===== config.mk =====
export PLATFORM = sky130hd
export DESIGN_NAME = tlbx_pair
export DESIGN_NICKNAME = d
export VERILOG_FILES = /design/src/rtl/tlbx_pkg.sv /design/src/rtl/tlbx_cp_decode.sv /design/src/rtl/tlbx_match.sv /design/src/rtl/tlbx_bank.sv /design/src/rtl/tlbx_pair.sv
export SDC_FILE = /design/constraint.sdc
export NUM_CORES = 2
export LEC_CHECK = 0
export BUFFER_PORTS_ARGS = -buffer_cell sky130_fd_sc_hd__buf_4
export CAP_MARGIN = 20
export CORE_ASPECT_RATIO = 0.8
export CORE_MARGIN = 5
export CORE_UTILIZATION = 61
export CTS_BUF_LIST = sky130_fd_sc_hd__clkbuf_4 sky130_fd_sc_hd__clkbuf_8
export DETAILED_ROUTE_END_ITERATION = 12
export PLACE_DENSITY_LB_ADDON = 0.08
export SLEW_MARGIN = 5
export SYNTH_ARGS = -nofsm -noshare
export SYNTH_HDL_FRONTEND = slang
export SYNTH_SLANG_ARGS = --single-unit

===== constraint.sdc =====
create_clock -name clk -period 3.3 [get_ports clk]
set_input_delay 0.495 -clock clk [delete_from_list [all_inputs] [get_ports clk]]
set_output_delay 0.495 -clock clk [all_outputs]
set_load 0.1 [all_outputs]

===== src/rtl/tlbx_pkg.sv =====
package tlbx_pkg;
    localparam int unsigned ENTRIES  = 8;
    localparam int unsigned IDX_W    = $clog2(ENTRIES);
    localparam int unsigned DW       = 32;
    localparam int unsigned VPN_W    = 20;
    localparam int unsigned PPN_W    = 20;
    localparam int unsigned NBANK    = 2;
    localparam int unsigned BANK_D   = 0;
    localparam int unsigned BANK_I   = 1;
    localparam int unsigned PAD_W    = DW - 2*IDX_W - 1;
    localparam logic [IDX_W-1:0] LAST_IDX = IDX_W'(ENTRIES - 1);

    localparam logic [3:0] REG_MAINT = 4'd8;
    localparam logic [3:0] REG_LOCK  = 4'd10;

    typedef struct packed {
        logic             valid;
        logic             keep;
        logic [VPN_W-1:0] vpn;
        logic [PPN_W-1:0] ppn;
    } tlb_entry_t;

    typedef struct packed {
        logic [IDX_W-1:0] base;
        logic [IDX_W-1:0] victim;
        logic             keep;
    } lock_t;

    function automatic logic [DW-1:0] pack_lock(input lock_t l);
        return {l.base, l.victim, {PAD_W{1'b0}}, l.keep};
    endfunction

    function automatic lock_t unpack_lock(input logic [DW-1:0] d);
        lock_t l;
        l.base   = d[DW-1 -: IDX_W];
        l.victim = d[DW-1-IDX_W -: IDX_W];
        l.keep   = d[0];
        return l;
    endfunction
endpackage


===== src/rtl/tlbx_cp_decode.sv =====
module tlbx_cp_decode
    import tlbx_pkg::*;
(
    input  logic             cp_wr,
    input  logic [3:0]       cp_reg,
    input  logic [2:0]       cp_op2,
    input  logic [3:0]       cp_crm,
    output logic [NBANK-1:0] flush_all,
    output logic [NBANK-1:0] flush_va,
    output logic [NBANK-1:0] lock_wr
);
    always_comb begin
        flush_all = '0;
        flush_va  = '0;
        lock_wr   = '0;
        if (cp_wr && cp_reg == REG_MAINT) begin
            case ({cp_op2, cp_crm})
                7'b000_0101: flush_all[BANK_I] = 1'b1;
                7'b001_0101: flush_va[BANK_I]  = 1'b1;
                7'b000_0110: flush_all[BANK_D] = 1'b1;
                7'b001_0110: flush_va[BANK_D]  = 1'b1;
                7'b000_0111: flush_all         = '1;
                default: ;
            endcase
        end
        if (cp_wr && cp_reg == REG_LOCK) begin
            if (cp_op2 == 3'd0) lock_wr[BANK_D] = 1'b1;
            if (cp_op2 == 3'd1) lock_wr[BANK_I] = 1'b1;
        end
    end
endmodule


===== src/rtl/tlbx_match.sv =====
module tlbx_match
    import tlbx_pkg::*;
(
    input  tlb_entry_t [ENTRIES-1:0] ents,
    input  logic [VPN_W-1:0]         vpn,
    output logic                     hit,
    output logic [PPN_W-1:0]         ppn
);
    always_comb begin
        hit = 1'b0;
        ppn = '0;
        for (int i = ENTRIES - 1; i >= 0; i--) begin
            if (ents[i].valid && ents[i].vpn == vpn) begin
                hit = 1'b1;
                ppn = ents[i].ppn;
            end
        end
    end
endmodule


===== src/rtl/tlbx_bank.sv =====
module tlbx_bank
    import tlbx_pkg::*;
(
    input  logic             clk,
    input  logic             rst,
    input  logic [VPN_W-1:0] look_vpn,
    output logic             look_hit,
    output logic [PPN_W-1:0] look_ppn,
    input  logic             fill_en,
    input  logic [VPN_W-1:0] fill_vpn,
    input  logic [PPN_W-1:0] fill_ppn,
    input  logic             flush_all,
    input  logic             flush_va,
    input  logic [VPN_W-1:0] flush_vpn,
    input  logic             lock_wr,
    input  lock_t            lock_wdata,
    output lock_t            lock_q
);
    tlb_entry_t [ENTRIES-1:0] ent_q;
    logic [IDX_W-1:0]         victim_nxt;

    assign victim_nxt = (lock_q.victim == LAST_IDX) ? lock_q.base
                                                    : lock_q.victim + 1'b1;

    always_ff @(posedge clk) begin
        if (rst) begin
            lock_q <= '0;
        end else if (lock_wr) begin
            lock_q <= lock_wdata;
        end else if (fill_en) begin
            lock_q.victim <= victim_nxt;
        end
    end

    always_ff @(posedge clk) begin
        if (rst) begin
            ent_q <= '0;
        end else begin
            for (int i = 0; i < ENTRIES; i++) begin
                if (fill_en && lock_q.victim == IDX_W'(i)) begin
                    ent_q[i].valid <= 1'b1;
                    ent_q[i].keep  <= lock_q.keep;
                    ent_q[i].vpn   <= fill_vpn;
                    ent_q[i].ppn   <= fill_ppn;
                end else if ((flush_all && !ent_q[i].keep) ||
                             (flush_va && ent_q[i].vpn == flush_vpn)) begin
                    ent_q[i].valid <= 1'b0;
                end
            end
        end
    end

    tlbx_match u_match (
        .ents (ent_q),
        .vpn  (look_vpn),
        .hit  (look_hit),
        .ppn  (look_ppn)
    );

    AST_VICTIM_STEP: assert property (@(posedge clk) disable iff (rst)
        fill_en && !lock_wr && lock_q.victim != LAST_IDX
        |=> lock_q.victim == IDX_W'($past(lock_q.victim) + 1'b1));
    AST_VICTIM_WRAP: assert property (@(posedge clk) disable iff (rst)
        fill_en && !lock_wr && lock_q.victim == LAST_IDX
        |=> lock_q.victim == $past(lock_q.base));
    AST_FILL_KEEP: assert property (@(posedge clk) disable iff (rst)
        fill_en |=> ent_q[$past(lock_q.victim)].valid &&
                    ent_q[$past(lock_q.victim)].keep == $past(lock_q.keep));
    AST_LOCK_LOAD: assert property (@(posedge clk) disable iff (rst)
        lock_wr |=> lock_q == $past(lock_wdata));

    for (genvar g = 0; g < ENTRIES; g++) begin : g_ent_chk
        AST_FLUSH_SPARES: assert property (@(posedge clk) disable iff (rst)
            flush_all && !flush_va && ent_q[g].valid && ent_q[g].keep
            |=> ent_q[g].valid);
        AST_FLUSH_DROPS: assert property (@(posedge clk) disable iff (rst)
            flush_all && !ent_q[g].keep &&
            !(fill_en && lock_q.victim == IDX_W'(g))
            |=> !ent_q[g].valid);
        AST_FLUSH_ADDR: assert property (@(posedge clk) disable iff (rst)
            flush_va && ent_q[g].vpn == flush_vpn &&
            !(fill_en && lock_q.victim == IDX_W'(g))
            |=> !ent_q[g].valid);
    end
endmodule


===== src/rtl/tlbx_pair.sv =====
module tlbx_pair
    import tlbx_pkg::*;
(
    input  logic              clk,
    input  logic              rst,
    input  logic              cp_wr,
    input  logic              cp_rd,
    input  logic [3:0]        cp_reg,
    input  logic [2:0]        cp_op2,
    input  logic [3:0]        cp_crm,
    input  logic [DW-1:0]     cp_wdata,
    output logic [DW-1:0]     cp_rdata,
    input  logic [VPN_W-1:0]  i_look_vpn,
    output logic              i_look_hit,
    output logic [PPN_W-1:0]  i_look_ppn,
    input  logic              i_fill_en,
    input  logic [VPN_W-1:0]  i_fill_vpn,
    input  logic [PPN_W-1:0]  i_fill_ppn,
    input  logic [VPN_W-1:0]  d_look_vpn,
    output logic              d_look_hit,
    output logic [PPN_W-1:0]  d_look_ppn,
    input  logic              d_fill_en,
    input  logic [VPN_W-1:0]  d_fill_vpn,
    input  logic [PPN_W-1:0]  d_fill_ppn
);
    logic [NBANK-1:0] flush_all, flush_va, lock_wr;
    logic [NBANK-1:0] fill_en, look_hit;
    logic [VPN_W-1:0] look_vpn [NBANK];
    logic [VPN_W-1:0] fill_vpn [NBANK];
    logic [PPN_W-1:0] fill_ppn [NBANK];
    logic [PPN_W-1:0] look_ppn [NBANK];
    lock_t            lock_q   [NBANK];
    lock_t            lock_wdata;
    logic [VPN_W-1:0] flush_vpn;

    assign lock_wdata = unpack_lock(cp_wdata);
    assign flush_vpn  = cp_wdata[DW-1 -: VPN_W];

    assign look_vpn[BANK_I] = i_look_vpn;
    assign look_vpn[BANK_D] = d_look_vpn;
    assign fill_en[BANK_I]  = i_fill_en;
    assign fill_en[BANK_D]  = d_fill_en;
    assign fill_vpn[BANK_I] = i_fill_vpn;
    assign fill_vpn[BANK_D] = d_fill_vpn;
    assign fill_ppn[BANK_I] = i_fill_ppn;
    assign fill_ppn[BANK_D] = d_fill_ppn;
    assign i_look_hit = look_hit[BANK_I];
    assign i_look_ppn = look_ppn[BANK_I];
    assign d_look_hit = look_hit[BANK_D];
    assign d_look_ppn = look_ppn[BANK_D];

    tlbx_cp_decode u_dec (
        .cp_wr     (cp_wr),
        .cp_reg    (cp_reg),
        .cp_op2    (cp_op2),
        .cp_crm    (cp_crm),
        .flush_all (flush_all),
        .flush_va  (flush_va),
        .lock_wr   (lock_wr)
    );

    for (genvar b = 0; b < NBANK; b++) begin : g_bank
        tlbx_bank u_bank (
            .clk        (clk),
            .rst        (rst),
            .look_vpn   (look_vpn[b]),
            .look_hit   (look_hit[b]),
            .look_ppn   (look_ppn[b]),
            .fill_en    (fill_en[b]),
            .fill_vpn   (fill_vpn[b]),
            .fill_ppn   (fill_ppn[b]),
            .flush_all  (flush_all[b]),
            .flush_va   (flush_va[b]),
            .flush_vpn  (flush_vpn),
            .lock_wr    (lock_wr[b]),
            .lock_wdata (lock_wdata),
            .lock_q     (lock_q[b])
        );
    end

    // opcode 0 selects bank D (index 0), opcode 1 selects bank I (index 1)
    always_comb begin
        cp_rdata = '0;
        if (cp_rd && cp_reg == REG_LOCK && cp_op2 < 3'd2)
            cp_rdata = pack_lock(lock_q[cp_op2[0]]);
    end

    AST_NO_CROSS_LOCK: assert property (@(posedge clk) disable iff (rst)
        lock_wr[BANK_I] |=> lock_q[BANK_D] == $past(lock_q[BANK_D]) ||
                            $past(fill_en[BANK_D]));
endmodule


# After elaboration in Yosys (flattened, before gate mapping)
# Cells that the tools add are included.
# totals
inputBits	169
word_cells	335
output_inout_bits	74
regBits	686
# classes
addsub	2
n_mux	83
n_eq_ne	54
n_bitwise	1
n_reduce_logical	123
magnitude_cmp	2
# ops
op	count
$eq 20x20->1	32
$mux 20	16
$logic_and 1x1->1	68
$mux 1	54
$reduce_bool 2->1	18
$mux 32	1
$eq 3x3->1 const B	8
$eq 7x3->1 const B	3
$mux 7	3
$mux 3	6
$logic_not 1->1	16
$logic_or 1x1->1	16
$eq 7x5->1 const B	2
$eq 3x2->1 const B	4
$eq 3x1->1 const B	3
$logic_not 3->1	3
$eq 4x4->1 const B	2
$add 3x1->3 const B	2
$mux 2	3
$reduce_or 2->1	2
$lt 3x2->1 const B	1
$ge 2x2->1 const B	1
$not 1->2	1

# Logic depth before layout (Yosys ltp)
# logic_depth
word_depth	10
depth_mapped	10
depth_no_buf	8

# Cells and area by module
# A second synthesis with hierarchy kept.
# unflattened
hier_cells	4698
area_unflattened_um2	36802.8
# modules_own_cells
mod	area_each_um2	instances	cells_per_inst
tlbx_bank	14197.4	2	1796
tlbx_match	3975.1	2	525
tlbx_pair	322.8	1	44
tlbx_cp_decode	135.1	1	12

# Worst setup path after synthesis
# No wires, ideal clock.
# synth_path
path_type	input to output
from	input d_look_vpn[1]
to	output d_look_ppn[10]
path_stages	9
setup_slack_ns	-1.757
required_time_ns	2.805
arrival_ns	4.562
path_buffers	2
cell_sequence	buf_2 xnor2_1 nand4_1 or4_1 nor2_2 o22ai_2 buf_2 o211a_1 o32ai_1
# synth_between
elab_chain_len	10
word_cells_on_any_way	24
cone_classes	eq/ne: 8; mux: 8; reduce/logical: 8
# synth_rtl
element	line	rtl
start: declaration	tlbx_pair.sv:19	input logic [VPN_W-1:0] d_look_vpn,
$eq 20x20->1	tlbx_match.sv:13	if (ents[i].valid && ents[i].vpn == vpn) begin
$logic_and 1x1->1	tlbx_match.sv:13	
$mux 20 (7 in a row)	tlbx_match.sv:13	
$mux 20 (*)	tlbx_match.sv:13	
end: declaration	tlbx_pair.sv:21	output logic [PPN_W-1:0] d_look_ppn,
# Mark *: on every way between the ends. The rest lies on a longest branch, timed or not.

# Worst setup path after layout
# layout_path
from	register g_bank[0].u_bank.ent_q[152] (netlist name)
to	output d_look_ppn[14]
# layout_between
elab_chain_len	6
# layout_rtl
element	line	rtl
start: declaration	tlbx_bank.sv:19	tlb_entry_t [ENTRIES-1:0] ent_q;
$eq 20x20->1	tlbx_match.sv:13	
$logic_and 1x1->1	tlbx_match.sv:13	
$mux 20 (4 in a row)	tlbx_match.sv:13	
# Every way passes these cells.

==> run metrics <==
asr flop ratio synth 0%; Req. time, crit path roughly 2.8 ns; Placed Cells roughly 5,300; most used routing layer met2; crit start category register; final instance area between 0.04 and 0.05 mm2; Hold Path Class in2reg; crit path time final 3.819 ns; Die H 224.8 um; grt total ovfl 0; number of port buffers just over 200; first-pass GRT wire length approximately 190,000 um; Pins Over Slew Limit 0; Hold Violations, Final 0; post-route insts no fill approximately 5,500; DPL Wire Length ~80,000 um; endpoints failing setup about 40; Critical Path Sink Type output pin; power density over the cells around 450 mW/mm2; pre-CTS WS -0.2303 ns; Core Util, Final between 70% and 80%; outcome complete, but fails checks; GR Util met2 between 50 and 60%; critical path class reg2out; cell count after synthesis between 4,000 and 5,000; worst-margin pin slew between 1 and 1.5 ns; Multi-input gate area approximately 0.02 mm2; Die X about 280 um; period utilisation layout 115.7%; fill count between 4,000 and 5,000; met1 usage 52.89%; largest net degree at the start of global routing 96; Syn Area/Cell between 7 and 8 um2; full die area ~0.063 mm2; Setup Skew roughly 0.016 ns; Placed Area 0.03782 mm2; layout cells sized above 1 a little under a fifth; via density per instance roughly 6.1; Root Driver clkbuf_8; Crit path buffers/inverters 5; first drt pass iteration count 8; crit path DAT around 3.3 ns; # clock sinks ~700; clock buffer count from CTS about 110; core area approximately 0.057 mm2; met3 GRT Util a little under an eighth; Clock Latency Late Sink about 0.75 ns; Post-synth EDFFs 0; total power 18.70 mW; leak pwr roughly 15 nW; number of global-route vias before repair 31,370; final worst setup slack -0.5194 ns; Starting Density approximately three fifths; Synth cell types 67; ys flop type dfxtp_1; Peak VDD IR approximately 0.38 mV; DRC viols 0; # rows between 70 and 80; failing checks setup timing; clk slew on worst S/H paths 0.07 ns; Vias 33,720; CTS max path bufs 3; DR iter-0 viols between 4,000 and 5,000; wire per inst 23.15 um; Total GRT Usage around two fifths; TritonCTS clock tree built; Post-Route WL roughly 130,000 um; Peak Freq between 200 and 300 MHz; # IOs approximately 240; routability cong. around 1; Synth-to-Final Area Change 18.85%; Synth area leaders dfxtp_1 39%, nand2_1 14%, a21oi_1 9.9%; Crit path largest cell delay approximately 0.43 ns; Yosys reg bits between 600 and 700; RSZ-0062 raised after global routing true; htree depth 3; initial antenna violation count 4; most area-hungry cell type in the Yosys netlist dfxtp_1; top-area cell type share of the netlist area between 30 and 40%; normalized max-slew margin 23.78%; nets a little under 5,000; synth cell count leaders 1,336 x nand2_1, 697 x a21oi_1, 686 x dfxtp_1; crit path max fanout 6; cells along the critical path xor2_1, nor4_1, buf_4, nand4_1, buf_6, a211oi_4, buf_6, buf_12, a221oi_4, o21a_1, o32ai_4, buf_12; sequential element share of the synthesized area roughly two fifths; DRT antenna net count 0; Synth warnings 0; Netlist Area Pre-Place between 0.03 and 0.04 mm2; register area 0.01383 mm2; Max Cap Viol 0; most frequent cell after synthesis nand2_1; Slowest cell on crit path o32ai_4; Crit path max-delay family buffers and inverters
-- area by class of cell --
cell class,instances,share of cell area (%)
Multi-Input combinational cell,3392,48.27
Sequential cell,686,33.07
Timing Repair Buffer,426,10.03
Clock buffer,172,5.182
Tap cell,760,2.274
Inverter,71,0.6432
Clock inverter,22,0.5206
Antenna cell,1,0.005984
-- where the power goes --
group,switching (mW),leakage (nW),total [mW],internal [mW]
logic,1.43,8.22,2.14,0.700
clock network,3.57,1.28,7.97,4.40
registers,0.150,5.58,8.60,8.45
-- cells by family (layout without fill, tap and decap cells) --
group / after synthesis / after routing / synth area share (%)
and+or+nand+nor: 1716 / 1716 / 20.51
AOI/OAI and AO/OA: 944 / 944 / 15.28
DFF: 686 / 686 / 39.03
xor gates and xnor gates: 637 / 637 / 15.90
buffers and inverters: 530 / 691 / 7.200
muxes: 58 / 58 / 1.650
adders and majority gates: 12 / 12 / 0.4267
other: 1 / 26 / 0.01066
-- through the flow --
step                      hold WS, ns  TNS (ns)
after floorplan                0.4319    -1.022
after global placement         0.4398    -3.452
after detailed placement       0.4443    -4.176
after CTS                    0.002688    -15.81
after global routing          0.02300    -18.30
final                         0.04687    -14.67
-- layer usage --
layer  wire length [um]  up-vias
li1                   -    15320
met1              50720    15710
met2              52840     2243
met3              18360      447
met4               6066        6
met5                 53        -
-- placed cells by master (no fill, tap or decap), types with 32 or more instances in the layout --
cell / n
nand4_1: 108
o21ai_0: 51
nor4_1: 59
nand2_1: 1326
a21oi_1: 697
inv_1: 70
clkbuf_8: 140
clkbuf_4: 32
nor3_1: 51
xnor2_1: 341
dfxtp_2: 61
xor2_1: 270
dfxtp_1: 619
buf_4: 335
mux2i_1: 56
nor2_1: 56
buf_12: 68
-- registers in the layout, summed over array words and instances, names as in the netlist --
register	flops
g_bank.u_bank.ent_q	672
g_bank.u_bank.lock_q	14
-- path summary, 6_finish.rpt --
check / startpoint / cells past startpoint / slack [ns] / endpoint
setup / recovery: g_bank[0].u_bank.ent_q[152] / 12 / -0.52 / d_look_ppn[14]
hold / removal: i_fill_ppn[11] / 3 / 0.05 / g_bank[1].u_bank.ent_q[305]
setup reg to reg: g_bank[0].u_bank.lock_q[1] / 6 / 1.06 / g_bank[0].u_bank.ent_q[310]
hold reg to reg: g_bank[0].u_bank.ent_q[43] / 2 / 0.45 / g_bank[0].u_bank.ent_q[43]
-- timing repair --
| action | CTS | global route |
|---|---|---|
| endpoints found under the setup margin | 42 | 42 |
| endpoints found under the hold margin | 7 | 0 |
| gates resized for setup | 190 | 122 |
| cloned | 2 | 2 |
| setup buffers | 8 | 12 |
| hold buffers | 4 | 0 |
| pin swaps | 58 | 50 |
-- worst min-delay path: stages --
cell and delay (ns):
buf_4 0.14, nand2_1 0.06, a21oi_1 0.05
Note: power is estimated with default switching activity, not from simulation.
